--- src/rtl/gapdec_pkg.sv ---
package gapdec_pkg;

    // Outcome of one measured interval
    typedef enum logic [1:0] {
        SYM_ZERO = 2'd0,
        SYM_ONE  = 2'd1,
        SYM_BAD  = 2'd2
    } sym_e;

    // Receiver states
    typedef enum logic {
        RX_IDLE = 1'b0,
        RX_RECV = 1'b1
    } rx_state_e;

    // Timing windows, all in field clocks (8 bits is enough for every mode)
    localparam int WIN_W = 8;

    typedef struct packed {
        logic [WIN_W-1:0] zero_lo;
        logic [WIN_W-1:0] zero_hi;
        logic [WIN_W-1:0] one_lo;
        logic [WIN_W-1:0] one_hi;
        logic [WIN_W-1:0] quiet_max;   // silence longer than this closes the frame
    } win_t;

    localparam win_t WIN_NORMAL = '{zero_lo: 8'd16, zero_hi: 8'd31,
                                    one_lo: 8'd48,  one_hi: 8'd63,
                                    quiet_max: 8'd64};
    localparam win_t WIN_FAST   = '{zero_lo: 8'd8,  zero_hi: 8'd15,
                                    one_lo: 8'd24,  one_hi: 8'd31,
                                    quiet_max: 8'd32};

    function automatic win_t window_of(input logic fast);
        return fast ? WIN_FAST : WIN_NORMAL;
    endfunction

    function automatic sym_e classify(input logic [WIN_W-1:0] n, input win_t w);
        if (n >= w.zero_lo && n <= w.zero_hi)
            return SYM_ZERO;
        else if (n >= w.one_lo && n <= w.one_hi)
            return SYM_ONE;
        else
            return SYM_BAD;
    endfunction

endpackage

--- src/rtl/gapdec_edge.sv ---
// Detects the end of a gap: field seen present after being absent.
module gapdec_edge (
    input  logic clk,
    input  logic rst,
    input  logic field_on,
    output logic gap_end
);
    logic field_q;

    always_ff @(posedge clk) begin
        if (rst)
            field_q <= 1'b1;   // treat the field as present out of reset
        else
            field_q <= field_on;
    end

    assign gap_end = field_on & ~field_q;
endmodule

--- src/rtl/gapdec_interval.sv ---
// Counts field clocks since the last gap end; saturates at all-ones.
module gapdec_interval #(
    parameter int CNT_W = 7
) (
    input  logic             clk,
    input  logic             rst,
    input  logic             restart,
    output logic [CNT_W-1:0] count
);
    localparam logic [CNT_W-1:0] CNT_MAX = '1;
    localparam logic [CNT_W-1:0] CNT_ONE = CNT_W'(1);

    always_ff @(posedge clk) begin
        if (rst)
            count <= '0;
        else if (restart)
            count <= CNT_ONE;
        else if (count != CNT_MAX)
            count <= count + CNT_ONE;
    end
endmodule

--- src/rtl/gapdec_ctrl.sv ---
// Frame control: opens on a start gap, classifies intervals, closes on silence.
module gapdec_ctrl
    import gapdec_pkg::*;
#(
    parameter int CNT_W  = 7,
    parameter int BCNT_W = 7
) (
    input  logic              clk,
    input  logic              rst,
    input  logic              cfg_ready,
    input  logic              fast_mode,
    input  logic              field_on,
    input  logic              gap_end,
    input  logic [CNT_W-1:0]  ival,
    output logic              bit_stb,
    output logic              bit_val,
    output logic [BCNT_W-1:0] bit_cnt,
    output logic              wr_active,
    output logic              frame_done,
    output logic              frame_err
);
    localparam logic [BCNT_W-1:0] BCNT_MAX = '1;
    localparam logic [BCNT_W-1:0] BCNT_ONE = BCNT_W'(1);

    rx_state_e        state_q;
    win_t             win;
    sym_e             sym;
    logic [WIN_W-1:0] ival_w;
    logic             quiet_hit;

    assign ival_w    = WIN_W'(ival);
    assign win       = window_of(fast_mode);
    assign sym       = classify(ival_w, win);
    assign quiet_hit = field_on && !gap_end && (ival_w > win.quiet_max);
    assign wr_active = (state_q == RX_RECV);

    always_ff @(posedge clk) begin
        if (rst) begin
            state_q    <= RX_IDLE;
            bit_stb    <= 1'b0;
            bit_val    <= 1'b0;
            bit_cnt    <= '0;
            frame_done <= 1'b0;
            frame_err  <= 1'b0;
        end else begin
            bit_stb    <= 1'b0;
            frame_done <= 1'b0;
            unique case (state_q)
                RX_IDLE: begin
                    if (cfg_ready && gap_end) begin
                        state_q   <= RX_RECV;
                        bit_cnt   <= '0;
                        frame_err <= 1'b0;
                    end
                end
                RX_RECV: begin
                    if (gap_end) begin
                        if (!frame_err) begin
                            if (sym == SYM_BAD) begin
                                frame_err <= 1'b1;
                            end else begin
                                bit_stb <= 1'b1;
                                bit_val <= (sym == SYM_ONE);
                                if (bit_cnt != BCNT_MAX)
                                    bit_cnt <= bit_cnt + BCNT_ONE;
                            end
                        end
                    end else if (quiet_hit) begin
                        state_q    <= RX_IDLE;
                        frame_done <= 1'b1;
                    end
                end
                default: state_q <= RX_IDLE;
            endcase
        end
    end
endmodule

--- src/rtl/gap_write_decoder.sv ---
module gap_write_decoder #(
    parameter int CNT_W  = 7,
    parameter int BCNT_W = 7
) (
    input  logic              clk,
    input  logic              rst,
    input  logic              cfg_ready,
    input  logic              fast_mode,
    input  logic              field_on,
    output logic              bit_stb,
    output logic              bit_val,
    output logic [BCNT_W-1:0] bit_cnt,
    output logic              wr_active,
    output logic              frame_done,
    output logic              frame_err
);
    logic             gap_end;
    logic [CNT_W-1:0] ival_cnt;

    gapdec_edge edge_i (
        .clk      (clk),
        .rst      (rst),
        .field_on (field_on),
        .gap_end  (gap_end)
    );

    gapdec_interval #(.CNT_W(CNT_W)) ival_i (
        .clk     (clk),
        .rst     (rst),
        .restart (gap_end),
        .count   (ival_cnt)
    );

    gapdec_ctrl #(.CNT_W(CNT_W), .BCNT_W(BCNT_W)) ctrl_i (
        .clk        (clk),
        .rst        (rst),
        .cfg_ready  (cfg_ready),
        .fast_mode  (fast_mode),
        .field_on   (field_on),
        .gap_end    (gap_end),
        .ival       (ival_cnt),
        .bit_stb    (bit_stb),
        .bit_val    (bit_val),
        .bit_cnt    (bit_cnt),
        .wr_active  (wr_active),
        .frame_done (frame_done),
        .frame_err  (frame_err)
    );
endmodule

--- config.mk ---
export PLATFORM = sky130hd
export DESIGN_NAME = gap_write_decoder
export DESIGN_NICKNAME = d
export VERILOG_FILES = /design/src/rtl/gapdec_pkg.sv /design/src/rtl/gapdec_edge.sv /design/src/rtl/gapdec_interval.sv /design/src/rtl/gapdec_ctrl.sv /design/src/rtl/gap_write_decoder.sv
export SDC_FILE = /design/constraint.sdc
export NUM_CORES = 1
export LEC_CHECK = 0
export ABC_AREA = 0
export BUFFER_PORTS_ARGS = -buffer_cell sky130_fd_sc_hd__buf_2
export CAP_MARGIN = 20
export CORE_ASPECT_RATIO = 2
export CORE_MARGIN = 2
export CORE_UTILIZATION = 40
export DETAILED_ROUTE_END_ITERATION = 6
export GPL_TIMING_DRIVEN = 0
export PLACE_DENSITY = 0.64
export REMOVE_ABC_BUFFERS = 1
export SLEW_MARGIN = 0
export SYNTH_ARGS = -nofsm -noshare
export SYNTH_HDL_FRONTEND = slang
export SYNTH_SLANG_ARGS = --single-unit
export TNS_END_PERCENT = 5
--- constraint.sdc ---
create_clock -name clk -period 3.3 [get_ports clk]
set_clock_uncertainty 0.05 [all_clocks]
set_input_delay 0.165 -clock clk [delete_from_list [all_inputs] [get_ports clk]]
set_output_delay 0.165 -clock clk [all_outputs]
set_load 0.005 [all_outputs]
==> run_results.csv <==
group,metric,value,unit
outcome,status,"finished clean",
clocking,cts_setup_buffers,0,
synthesis,synth_top_cells_by_area,"dfxtp_1 36%, ha_1 8.9%, nor2_1 4.3%",
timing,final.period_utilization,71.0,%
finish,final_common_cell,"dfxtp_1",
finish,layout-drive-gt1-share,17.4,%
synthesis,ys_ff_latch,20,
detailed_routing,viasPerCell,5.71,
placed_design,place.gp.congestion,0.811,
synthesis,ys_warn_count,0,
clocking,htree_levels,1,
synthesis,seq_area_frac_synth,35.6,%
finish,layout_common_cells,"20 x dfxtp_1, 16 x buf_2, 13 x nor2_1",
detailed_routing,ant_nets,0,
power_and_ir_drop,power_frac_comb,8.8,%
timing,finalSetupTns,0,ps
grt,grt_use_total,15.8,%
grt,grt_antenna_before_repair,0,
floorplanning,die_w,41.5,um
detailed_routing,totalWireLength,2440,um
placed_design,dpl_cell_area,1210,sq um
finish,fin_nets,164,
clocking,ctsRootBufferMaster,"clkbuf_8",
critical_path,critPathLaunchType,"register",
clocking,clock-sinks,20,
critical_path,cp-startpoint,"ival_i.count[5]$_SDFFE_PP0P_",
grt,grt_pass1_vias,971,
min_path,hold_path.class,"input port to register",
detailed_routing,vias,1016,
power_and_ir_drop,power-per-cell-area,361,nW/um^2
clocking,clk-insertion-delay-late,260,ps
floorplanning,io_pins,17,
floorplanning,core_area,2700,sq um
critical_path,worstPathArrival,2450,ps
timing,finalSetupViolCount,0,
timing,timing_hold_violations_final,0,
floorplanning,initial_core_util,41.6,%
clocking,cts_buffer_depth,2,
power_and_ir_drop,internal_power,0.000343,W
finish,diodes,0,
synthesis,synth_top_area_cell,"dfxtp_1",
critical_path,crit_type,"register to register",
min_path,hp-start,"field_on",
power_and_ir_drop,ir_drop,0.179,mV
synthesis,netlist_instances,133,
placed_design,dpl.hpwl,1880,um
critical_path,cp.required,3410,ps
power_and_ir_drop,seqPwrFrac,55.4,%
clocking,cts_tree,"built",
floorplanning,die_y,79.0,um
finish,area_delta_synth_final,11.4,%
finish,nFillCells,296,
critical_path,timing.rr.start,"ival_i.count[5]$_SDFFE_PP0P_",
floorplanning,rows,27,
synthesis,synth_cell_types,36,
floorplanning,dieArea,3270,sq um
finish,fin_area,1250,sq um
placed_design,io_buffers,16,
detailed_routing,drtIter0Drc,28,
detailed_routing,drc,0,
timing,slew_violations,0,
critical_path,critPathCaptureType,"register",
synthesis,syn_avg_cell_area,8.45,sq um
timing,fmax,427,MHz
timing,rsz0062_at_grt,"no",
grt,grt_max_degree,18,
power_and_ir_drop,pwr-share-clk,35.7,%
detailed_routing,routedWlPerCell,13.7,um
clocking,post_cts_resized,0,
detailed_routing,firstDrtPassIters,4,
power_and_ir_drop,switchingPower,0.000109,W
clocking,cts_buffers,3,
synthesis,netlist_area,1120,sq um
clocking,hold_buffers,0,
grt,grt_overflow,0,
timing,relSlewSlack,60.2,%
timing,tightest_slew,592,ps
power_and_ir_drop,switching_share,24.2,%
timing,period_minus_slack,2340,ps
critical_path,critPathMaxFanout,9,
grt,grt_first_pass_wirelength,4040,um
synthesis,synth_top_area_share,35.6,%
clocking,clk_pin_slew,70,ps
run,maxCapViolCount,0,
power_and_ir_drop,p_leak,0.510,nW
==> routing by layer <==
metal	routed length (um)	share of wire (%)	track usage (%)
met1	964	39	15.0
met2	1320	54	30.9
met3	103	4.2	2.50
met4	49	2.0	8.06
met5	0	0	0
==> cells in the mapped netlist (all sizes together) <==
cell,n
nor2b,3
o21a,1
dfxtp,20
inv,9
or2,1
a211oi,1
a21oi,6
a311oi,1
xnor2,3
a21o,1
nor3,8
nand3,5
mux2,1
buf,3
and2,1
nand3b,1
nor2,13
o2111ai,1
nor3b,3
or4b,2
xor2,1
nand4,5
a31oi,5
o32ai,1
o21ai,8
nand2b,6
nand2,8
ha,8
and4b,1
and3,3
o22ai,3
==> cell families (layout without fill, tap and decap cells) <==
| family | after synthesis | in the layout | share of synthesized area [%] |
|---|---|---|---|
| simple gates | 60 | 60 | 29.4 |
| fa+ha+maj | 8 | 8 | 8.91 |
| flops | 20 | 20 | 35.6 |
| xor+xnor | 4 | 4 | 3.12 |
| mux | 1 | 1 | 1.34 |
| buf+inv | 12 | 28 | 5.68 |
| compound gates | 28 | 28 | 15.9 |
==> final timing paths <==
path	to	slack, ps	cells after the start
hold / removal	edge_i.field_q$_SDFF_PP1_	80	2
setup / recovery	ctrl_i.bit_cnt[2]$_SDFFE_PP0P_	960	7
setup reg to reg	ctrl_i.bit_cnt[2]$_SDFFE_PP0P_	960	7
hold reg to reg	ctrl_i.bit_val$_SDFFE_PP0P_	460	2
==> power groups by stage <==
stage                     sequential, W  combinational, W  clock [W]
after detailed placement       0.000256         0.0000407          0
after floorplan                0.000255         0.0000267          0
after global routing           0.000251         0.0000460   0.000169
after global placement         0.000256         0.0000396          0
after CTS                      0.000250         0.0000409   0.000163
final                          0.000251         0.0000399   0.000161
==> cell type report <==
class,instances,area (sq um),share of cell area (%)
Clock buffer,3,41.3,3.30
Inverter,9,33.8,2.70
Multi-Input combinational cell,101,659,52.7
Sequential cell,20,400,32.0
Tap cell,29,36.3,2.90
Timing Repair Buffer,16,80.1,6.40
==> stage by stage <==
step / hold slack [ps] / setup slack, ps / instances / total power (W) / utilization [%]
floorplan: 184 / 1140 / 130 / 0.000281 / -
global route: 93.3 / 845 / 178 / 0.000466 / 46.3
global placement: 348 / 950 / 175 / 0.000295 / 44.8
detailed placement: 350 / 955 / 175 / 0.000297 / 44.8
finish: 84.7 / 955 / 178 / 0.000452 / 46.3
CTS: 87.0 / 941 / 178 / 0.000455 / 46.3
==> registers in the layout, indices dropped and copies added (netlist names) <==
signal             flops
ctrl_i.wr_active       1
ctrl_i.bit_cnt         7
ctrl_i.bit_val         1
ival_i.count           7
edge_i.field_q         1
ctrl_i.frame_done      1
ctrl_i.frame_err       1
ctrl_i.bit_stb         1
==> worst max-delay path, cell delays in order (launching register included) <==
cell	delay, ps
dfxtp_1	400
inv_1	90
ha_1	290
or4b_1	520
o22ai_2	180
a21o_1	330
nand2_2	80
mux2_4	300
Power figures use the tool's default switching activity.
